[src/rtl/coin_pkg.sv]
package coin_pkg;

    localparam int LANES  = 4;
    localparam int LANE_A = 0;
    localparam int LANE_B = 1;
    localparam int LANE_C = 2;
    localparam int LANE_D = 3;

    typedef enum logic [0:0] {
        ST_GATED    = 1'b0,
        ST_COUNTING = 1'b1
    } gate_state_t;

    typedef struct packed {
        logic [LANES-1:0] hit;
        logic [LANES-1:0] set;
        logic [LANES-1:0] clr;
        logic             arm;
    } cmd_effect_t;

endpackage

[src/rtl/coin_std_table.sv]
module coin_std_table
    import coin_pkg::*;
#(
    parameter int CMD_W = 8
) (
    input  logic [CMD_W-1:0] code,
    output cmd_effect_t      eff
);
    localparam logic [LANES-1:0] ABC = LANES'(7);

    always_comb begin
        eff = '0;
        case (code)
            CMD_W'('hED): eff.hit[LANE_A] = 1'b1;
            CMD_W'('hEE): eff.hit[LANE_B] = 1'b1;
            CMD_W'('hE1): begin
                eff.hit[LANE_A] = 1'b1;
                eff.set[LANE_A] = 1'b1;
            end
            CMD_W'('hE2): begin
                eff.hit[LANE_B] = 1'b1;
                eff.set[LANE_B] = 1'b1;
            end
            CMD_W'('hEC),
            CMD_W'('h0C): eff.clr = '1;
            CMD_W'('h00): eff.set = ABC;
            CMD_W'('h09): eff.clr[LANE_A] = 1'b1;
            CMD_W'('h0A): eff.clr[LANE_B] = 1'b1;
            CMD_W'('h08): eff.clr[LANE_C] = 1'b1;
            CMD_W'('h01): eff.set[LANE_A] = 1'b1;
            CMD_W'('h02): eff.set[LANE_B] = 1'b1;
            default:      eff = '0;
        endcase
    end
endmodule

[src/rtl/coin_alt_table.sv]
module coin_alt_table
    import coin_pkg::*;
#(
    parameter int CMD_W = 8
) (
    input  logic [CMD_W-1:0] code,
    output cmd_effect_t      eff
);
    always_comb begin
        eff = '0;
        case (code)
            CMD_W'('h08): eff.hit[LANE_A] = 1'b1;
            CMD_W'('h09): eff.hit[LANE_C] = 1'b1;
            CMD_W'('h0A): eff.hit[LANE_B] = 1'b1;
            CMD_W'('h0B): eff.hit[LANE_D] = 1'b1;
            CMD_W'('h0C): begin
                eff.set[LANE_A] = 1'b1;
                eff.set[LANE_C] = 1'b1;
            end
            CMD_W'('h0D): begin
                eff.clr[LANE_A] = 1'b1;
                eff.clr[LANE_C] = 1'b1;
            end
            CMD_W'('h0E): begin
                eff.set[LANE_B] = 1'b1;
                eff.set[LANE_D] = 1'b1;
            end
            CMD_W'('h0F): begin
                eff.clr[LANE_B] = 1'b1;
                eff.clr[LANE_D] = 1'b1;
                eff.arm         = 1'b1;
            end
            default:      eff = '0;
        endcase
    end
endmodule

[src/rtl/coin_gate_fsm.sv]
module coin_gate_fsm
    import coin_pkg::*;
(
    input  logic clk,
    input  logic rst_n,
    input  logic arm_req,
    output logic gate_open
);
    gate_state_t state_q, state_d;

    always_comb begin
        state_d = state_q;
        unique case (state_q)
            ST_GATED:    if (arm_req) state_d = ST_COUNTING;
            ST_COUNTING: state_d = ST_COUNTING;
        endcase
    end

    always_ff @(posedge clk or negedge rst_n) begin
        if (!rst_n) state_q <= ST_GATED;
        else        state_q <= state_d;
    end

    always_comb begin
        unique case (state_q)
            ST_GATED:    gate_open = 1'b0;
            ST_COUNTING: gate_open = 1'b1;
        endcase
    end
endmodule

[src/rtl/coin_cmd_decoder.sv]
module coin_cmd_decoder
    import coin_pkg::*;
#(
    parameter int CMD_W = 8
) (
    input  logic             clk,
    input  logic             rst_n,
    input  logic             table_sel,
    input  logic             cmd_wr,
    input  logic [CMD_W-1:0] cmd_byte,
    output logic [LANES-1:0] meter_pulse,
    output logic [LANES-1:0] lock_out
);
    cmd_effect_t      std_eff, alt_eff, sel_eff;
    logic             gate_open;
    logic             arm_req;
    logic [LANES-1:0] hit_mask;

    coin_std_table #(.CMD_W(CMD_W)) u_std (.code(cmd_byte), .eff(std_eff));
    coin_alt_table #(.CMD_W(CMD_W)) u_alt (.code(cmd_byte), .eff(alt_eff));

    coin_gate_fsm u_gate (
        .clk      (clk),
        .rst_n    (rst_n),
        .arm_req  (arm_req),
        .gate_open(gate_open)
    );

    always_comb begin
        sel_eff  = table_sel ? alt_eff : std_eff;
        arm_req  = cmd_wr & table_sel & alt_eff.arm;
        hit_mask = {LANES{~table_sel | gate_open}};
    end

    always_ff @(posedge clk or negedge rst_n) begin
        if (!rst_n) begin
            meter_pulse <= '0;
            lock_out    <= '0;
        end else begin
            meter_pulse <= cmd_wr ? (sel_eff.hit & hit_mask) : '0;
            if (cmd_wr)
                lock_out <= (lock_out & ~sel_eff.clr) | sel_eff.set;
        end
    end
endmodule

[config.mk]
export PLATFORM = sky130hd
export DESIGN_NAME = coin_cmd_decoder
export DESIGN_NICKNAME = d
export VERILOG_FILES = /design/src/rtl/coin_pkg.sv /design/src/rtl/coin_std_table.sv /design/src/rtl/coin_alt_table.sv /design/src/rtl/coin_gate_fsm.sv /design/src/rtl/coin_cmd_decoder.sv
export SDC_FILE = /design/constraint.sdc
export NUM_CORES = 1
export LEC_CHECK = 0
export ABC_AREA = 1
export CORE_UTILIZATION = 43
export DETAILED_ROUTE_END_ITERATION = 8
export HOLD_SLACK_MARGIN = 0.02
export PLACE_DENSITY_LB_ADDON = 0.2
export RECOVER_POWER = 100
export SKIP_CTS_REPAIR_TIMING = 1
export SLEW_MARGIN = 5
export SYNTH_ARGS = -nofsm -noshare
export SYNTH_HDL_FRONTEND = slang
export SYNTH_SLANG_ARGS = --single-unit
[constraint.sdc]
create_clock -name clk -period 1.1 [get_ports clk]
set_clock_uncertainty 0.2 [all_clocks]
set_input_delay 0.22 -clock clk [delete_from_list [all_inputs] [get_ports clk]]
set_output_delay 0.22 -clock clk [all_outputs]
set_load 0.05 [all_outputs]
# After elaboration in Yosys (flattened, before gate mapping)
# Index checks and enable logic that the tools add are counted.
# Widths: inputs -> output; s select.
# word_totals
ff_bits	9
latchBits	0
ram_bits	0
rom_bits	0
input_bits	12
out_inout_bits	8
word_cells	58
memories	0
# classes
n_addsub	0
mul	0
div	0
magnitude_cmp	0
n_eq_ne	15
n_shift	0
muxes	22
bitwise_logic	9
n_reduce_logical	9
# op_table
operator	n
$eq 8x4->1 const B	8
$eq 8x8->1 const B	5
$mux 1	18
$reduce_or 3->1	5
$mux 13	1
$and 4x4->4	2
$eq 8x1->1 const B	1
$eq 8x2->1 const B	1
$logic_not 8->1	1
$reduce_or 2->1	3
$mux 4	1
$not 4->4	1
$or 4x4->4	1
$pmux 1 s2	2
$and 1x1->1	2
$not 1->1	2
$or 1x1->1	1

# Depth between registers and ports, before layout
# Gate-level depths: netlist (run 1).
# depth
word_depth	7
mapped_depth	9
ltp_nobuf	9

# Cells and area by module
# Synthesis (run 1) repeated with hierarchy kept, for this count alone.
# hier_totals
hier_cells	162
hier_area_um2	975.9
# by_module_without_submodules
module	instances	cells_each	area_per_inst_um2	seq_area_each_um2
coin_cmd_decoder	1	65	504.2	200.2
coin_std_table	1	58	277.8	0.0
coin_alt_table	1	35	157.7	0.0
coin_gate_fsm	1	4	36.3	25.0

# Worst setup path after synthesis (run 1)
# Ideal clock, no wire load.
# synth_path
path_kind	register to register
from	register lock_out[0]
to	register lock_out[0]
setup_time_ns	0.124
t_arrival_ns	0.876
required_ns	0.776
slack_ns	-0.100
path_stages_with_launch	4
n_path_buf	0
synth_period_minus_slack_ns	1.200
cell_sequence	dfrtp_1 -> a21boi_2 -> nand2_1 -> nand3_1
# synth_via
elab_chain_cells	2
# synth_lines
item	line	source
from (decl)	coin_cmd_decoder.sv:12	output logic [LANES-1:0] lock_out
from (signal assigned)	coin_cmd_decoder.sv:42	lock_out <= (lock_out & ~sel_eff.clr) | sel_eff.set;
$and 4x4->4	coin_cmd_decoder.sv:42	
$or 4x4->4	coin_cmd_decoder.sv:42	
# No other way between the ends.
# A chain may end at the register's enable or synchronous reset.

# Worst setup path in the final report (run 1)
# layout_path
from	register lock_out[3]
to	output port lock_out[3]
# No word-level cell between the ends.

==> metrics.md, run 1 <==
| Metric | Value |
|---|---|
| Worst-path clk slew | roughly 80 ps |
| RD Place Congestion | 0.969 |
| Synth warn | 0 |
| # DRC | 2 |
| Sequential share of power | 36.3% |
| LEAKAGE | between 0.5 and 0.6 nW |
| Starting DRT DRC Count | between 40 and 50 |
| DR pass1 iterations | 6 |
| Largest cells by area after synthesis | dfrtp_1 38%, nand2_1 15%, nor2_1 13% |
| Layout cell share with drive strength beyond 1 | about half |
| Main combinational cell family by area after synthesis | simple AND/OR/NAND/NOR gates |
| Mux cell area share after synthesis | 0% |
| Filler cell count | 72 |
| Synth cell count leaders | 23 x nand2_1, 21 x nor2_1, 9 x dfrtp_1, 9 x inv_1, 8 x nand3_1 |
| Top Family by Delay on Critical Path | flip-flops |
| Clock share of power | around 28% |
| CP Capture Type | output pin |
| Vias per inst | between 5 and 6 |
| Ant. Diodes | 0 |
| Simple-Gate Fraction of Synth Area | a little under half |
| Setup crit start | lock_out[3] |
| Crit-path max cell delay | slightly above 400 ps |
| TritonCTS clock tree | done |
| Largest net degree at the start of global routing | 10 |
| CTS max path bufs | 2 |
| Later-pin clock latency in the skew report | between 200 and 300 ps |
| Maximum VDD drop | ~800 µV |
| Initial Util | 46.1% |
| Die width | 39.1 µm |
| Switching Fraction | around a third |
| WP data required | approximately 680 ps |
| Number of maximum-capacitance violations | 0 |
| Total wire length | between 2 and 2.5 mm |
| Synth async-reset ratio | 100% |
| Final Critical Period | around 1300 ps |
| Outcome | finished with violations |
| Failing checks | DRC, setup timing |
| Total chip power | roughly 0.001 W |
| Worst Tran Pin Value | 507 ps |
| Die area | about 0.0015 mm² |
| Drt wl/cell | about 14 µm |
| Final Max Slew Viols | 0 |
| Sum Neg Setup Slack | -1310 ps |
| Final Hold Vio Count | 0 |
| Cts bufs inserted | 3 |
| Post-synthesis xor/xnor area fraction | 0% |
| Vias in the first global route | between 700 and 800 |
| Antenna violations before repair | 0 |
| Peak Freq | 783 MHz |
| Antenna Nets Post-Route | 0 |
| Slowest-stage cell, CP | dfrtp_1 |
| Post-synth cell types | 16 |
| Core area | between 0.001 and 0.0015 mm² |
| Final Cycle Share | 116% |
| CP bufs+invs | 1 |
| Layout overhead on the synthesized area | 85.4% |
| Final setup viols | 10 |
| Post-DP HPWL | 1.42 mm |
| Compound-cell area share of the yosys netlist | about 6.1% |
| Mapped Nets | ~100 |
| Post-synthesis adder-cell area fraction | 0% |
| Hold Worst Slack | around 130 ps |
| #FFs+latches synth | 9 |
| PortBufs | 19 |
| First-pass GRT wire length | between 2 and 3 mm |
| Via Count | about 810 |
| Critical-path cell list | buf_12 |
| Mapped cell area | slightly below 600 µm² |
| Part of the power in combinational logic | between 30 and 40% |
| Root Driver | clkbuf_4 |
| Int Power | between 0.0006 and 0.0007 W |
| Number of synthesized flops with an enable pin | 0 |
| Finished Layout Cells | about 150 |
| H-tree depth | 1 |
| Setup CP Type | reg2out |
| Synth area leader | dfrtp_1 |
| Ports | 20 |
| Row count | 13 |
| HP Class | in2reg |
| Seq/Total Area, Yosys | 38.1% |
| Mapped Cells | just over 90 |
| Top-count cell post-synth | nand2_1 |
| CP Launch Type | flip-flop |
| RSZ-0062 raised after global routing | yes |
| Worst setup margin | -178 ps |
| Chip Height | 39.1 µm |
| Layout Nets | roughly 150 |
| Predominant post-synthesis flop cell | dfrtp_1 |
| Placed cells | 138 |
| P_sw | between 0.0003 and 0.0004 W |
| GRT Overall Usage | between 20 and 30% |
| Hold Crit Start | cmd_wr |
| Top cell type's share of synthesized area | 38.1% |
| Worst EP arrival | ~860 ps |
| Total gr overflow | 0 |
| Slew headroom | around 66% |
| Crit path max fanout | 2 |
| Post-Synthesis Mean Instance Area | about 6.4 µm² |
| Pwr dens | about 930 mW/mm² |
| R2R Path Start | u_gate.state_q |
| CTS sink count | 9 |
[path summary, 6_finish.rpt]
path	endpoint	slack, ps	depth (start not counted)
min	lock_out[1]	130	4
min reg2reg	u_gate.state_q	300	2
max in group asynchronous	lock_out[0]	180	2
max reg2reg	meter_pulse[3]	10	4
max	lock_out[3]	-180	1
min in group asynchronous	meter_pulse[1]	140	2
[state kept, by name, summed over array words and instances, names as in the netlist]
register        cells
lock_out            4
u_gate.state_q      1
meter_pulse         4
[logic make-up after synthesis]
family | Yosys count
simple gates | 64
buf+inv | 13
flops | 9
compound gates | 6
[routing by layer]
layer | vias up | track usage, % | wire (µm)
met3 | 20 | 9.25 | 147
li1 | 375 | - | -
met2 | 53 | 47.5 | 1060
met1 | 357 | 30.9 | 795
met4 | 0 | 11.2 | 143
met5 | - | 0 | 0
[worst reg2reg max path: cells and delay by family (launching register included)]
family,cells,cell delay [ps]
buf+inv,1,60
simple gates,3,420
flops,1,350
[cell type report]
cell class | instances | area [µm²] | share of cell area (%)
multi-input combinational | 70 | 389 | 35.5
timing repair buffer | 38 | 387 | 35.2
sequential | 9 | 226 | 20.6
inverter | 13 | 48.8 | 4.45
clock buffer | 3 | 22.5 | 2.05
tap | 15 | 18.8 | 1.71
clock inverter | 1 | 5.00 | 0.456
[cells in the final DEF (no fill, tap or decap), types with 2 or more instances in the layout]
cell type	n
buf_12	9
o21ai_0	2
nand2_4	2
dfrtp_1	8
nand3_1	8
nor2_2	5
nor2_4	4
nand4_1	2
nor3_1	2
inv_1	8
nand2_2	7
nor2_1	15
buf_4	20
clkbuf_2	6
nor3_2	2
inv_2	5
nand2_1	16
clkbuf_4	3
[power by group through the flow]
stage | clock, W | combinational, W | sequential, W
after floorplan | 0 | 0.0000836 | 0.000434
after global placement | 0 | 0.000338 | 0.000377
after detailed placement | 0 | 0.000345 | 0.000378
after CTS | 0.000272 | 0.000345 | 0.000371
after global routing | 0.000292 | 0.000389 | 0.000373
final | 0.000281 | 0.000371 | 0.000371
[metrics by stage]
step | utilization, % | cell area (µm²) | setup WS, ps
after global placement | 79.0 | 1010 | -629
after CTS | 81.1 | 1040 | -422
after detailed placement | 79.0 | 1010 | -683
after global routing | 85.4 | 1100 | -195
after floorplan | - | 636 | -1.52
final | 85.4 | 1100 | -178
Power figures use the tool's default switching activity.
==> run 2, diff against run 1 <==
==> constraint.sdc (replaced) <==
create_clock -name clk -period 1.35 [get_ports clk]
set_clock_uncertainty 0.2 [all_clocks]
set_input_delay 0.27 -clock clk [delete_from_list [all_inputs] [get_ports clk]]
set_output_delay 0.27 -clock clk [all_outputs]
set_load 0.05 [all_outputs]
==> run 2 against run 1 <==
The flow finishes with violations (DRC). Via count decreased by 7.0%. Total power decreased by 29%. Sequential cell count unchanged. Utilization decreased by 9.4 points. Combinational power decreased by 37%. Global-route usage decreased by 2.1 points. First-iteration DRC count decreased by 52%. Final cell count decreased by 4.0%. Clock power decreased by 31%. Cell area decreased by 11%. Hold slack improved by 47 ps. Highest routed layer unchanged. Count of clock-buffer cells in the layout increased by 1.
==> metrics.md, run 2 (synthesis results as in run 1) <==
| Metric | Value |
|---|---|
| Die area | around 0.0015 mm² |
| RD Place Congestion | 0.926 |
| Vias per inst | approximately 5.2 |
| WP data required | 880 ps |
| Ports | 20 |
| Total chip power | between 0.0007 and 0.0008 W |
| Die width | about 40 µm |
| Largest regs | lock_out x4, meter_pulse x4, u_gate.state_q x1 |
| Vias in the first global route | 650 |
| RSZ-0062 raised after global routing | no |
| Crit path max fanout | 2 |
| Cts bufs inserted | 3 |
| Layout cell share with drive strength beyond 1 | around a third |
| Initial Util | approximately 46% |
| First-pass GRT wire length | ~2.7 mm |
| Number of maximum-capacitance violations | 0 |
| GRT Overall Usage | 25.6% |
| Final setup viols | 0 |
| TritonCTS clock tree | done |
| Commonest non-fill, non-tap cell in the layout | nand2_1 |
| Largest net degree at the start of global routing | 10 |
| CTS sink count | 9 |
| P_sw | roughly 0.00023 W |
| Chip Height | approximately 39 µm |
| Worst-path clk slew | roughly 60 ps |
| Worst Tran Pin Value | slightly below 400 ps |
| CTS max path bufs | 2 |
| Starting DRT DRC Count | 23 |
| Final Max Slew Viols | 0 |
| Slew headroom | around 74% |
| DR pass1 iterations | 6 |
| Hold Worst Slack | about 180 ps |
| Antenna violations before repair | 0 |
| Top Family by Delay on Critical Path | flip-flops |
| H-tree depth | 1 |
| CP Launch Type | flip-flop |
| Peak Freq | between 700 and 800 MHz |
| Final Cycle Share | between 90% and 100% |
| Critical-path cell list | buf_4 |
| Row count | 13 |
| Sequential share of power | between 40% and 50% |
| PortBufs | 19 |
| Total gr overflow | 0 |
| Layout overhead on the synthesized area | 64.9% |
| Via Count | 749 |
| Antenna Nets Post-Route | 0 |
| Setup CP Type | reg2out |
| Int Power | approximately 0.00049 W |
| Ant. Diodes | 0 |
| Post-DP HPWL | between 1 and 1.5 mm |
| CP Capture Type | output pin |
| Layout Nets | about 140 |
| Later-pin clock latency in the skew report | 250 ps |
| CP bufs+invs | 1 |
| Maximum VDD drop | a little over 300 µV |
| Crit-path max cell delay | 390 ps |
| Drt wl/cell | about 12 µm |
| Switching Fraction | approximately 32% |
| Root Driver | clkbuf_4 |
| Final Critical Period | around 1300 ps |
| Clock share of power | 26.9% |
| Pwr dens | roughly 740 mW/mm² |
| LEAKAGE | between 0.5 and 0.6 nW |
| Most frequent cells in the layout | 19 x nand2_1, 18 x nor2_1, 14 x buf_4, 10 x dlymetal6s2s_1 |
| Final Hold Vio Count | 0 |
| Total wire length | around 1.7 mm |
| # DRC | 2 |
| Outcome | finished with violations |
| Failing checks | DRC |
| HP Class | in2async |
| Slowest-stage cell, CP | dfrtp_1 |
| Worst EP arrival | 830 ps |
| Part of the power in combinational logic | ~32% |
| Core area | 0.00128 mm² |
==> run 2: changes by cell type in the layout (fill, tap and decap cells not counted), moves of 6 or more <==
| cell | previous run | this run |
|---|---|---|
| clkbuf_4 | 3 | 9 |
| dlymetal6s2s_1 | 1 | 10 |
| buf_12 | 9 | 0 |
| clkbuf_2 | 6 | 0 |
| buf_4 | 20 | 14 |
==> run 2: layout make-up <==
class                           instances  area [µm²]
Clock buffer                            4        26.3
Fill cell                              98         309
Inverter                               13        48.8
Multi-Input combinational cell         70         360
Sequential cell                         9         225
Tap cell                               15        18.8
Timing Repair Buffer                   32         297
==> run 2: routing by layer <==
metal	part of all wire (%)	GRT usage [%]
met1	43	34.6
met2	48	41.7
met3	6.0	1.73
met4	2.1	10.3
met5	0	0
==> run 2: power by group through the flow <==
| stage | clock network (W) | logic [W] | registers [W] |
|---|---|---|---|
| 2_1_floorplan | 0 | 0.0000607 | 0.000353 |
| 3_3_place_gp | 0 | 0.000256 | 0.000307 |
| 3_5_place_dp | 0 | 0.000262 | 0.000307 |
| 4_1_cts | 0.000202 | 0.000262 | 0.000303 |
| 5_1_grt | 0.000221 | 0.000253 | 0.000296 |
| 6_report | 0.000195 | 0.000235 | 0.000294 |
==> run 2: final timing paths <==
check / depth (start not counted) / slack (ps) / start / endpoint
hold reg to reg: 2 / 290 / u_gate.state_q / u_gate.state_q
hold / removal: 1 / 180 / rst_n / lock_out[3]
min in group clk: 3 / 200 / cmd_byte[1] / meter_pulse[3]
setup / recovery: 1 / 50 / lock_out[0] / lock_out[0]
max in group asynchronous: 1 / 500 / rst_n / u_gate.state_q
setup reg to reg: 4 / 300 / u_gate.state_q / meter_pulse[2]
==> run 2: per-stage QoR <==
step	util (%)	cell area, µm²	TNS, ps	setup WS (ps)	std cells
2_1_floorplan	-	592	0	150	92
3_3_place_gp	75.0	963	-3610	-492	137
3_5_place_dp	75.0	963	-3590	-480	137
4_1_cts	77.0	990	-1230	-209	141
5_1_grt	75.9	976	0	10.3	143
6_report	75.9	976	0	46.8	143
==> run 3, diff against run 2 <==
--- a/config.mk
+++ b/config.mk
@@ -7,6 +7,7 @@
 export LEC_CHECK = 0
 export ABC_AREA = 1
 export CORE_UTILIZATION = 43
+export CTS_CLUSTER_SIZE = 28
 export DETAILED_ROUTE_END_ITERATION = 8
 export HOLD_SLACK_MARGIN = 0.02
 export PLACE_DENSITY_LB_ADDON = 0.2
==> results of run 3 <==
No change in the layout: final DEF, timing and power equal those of run 2.
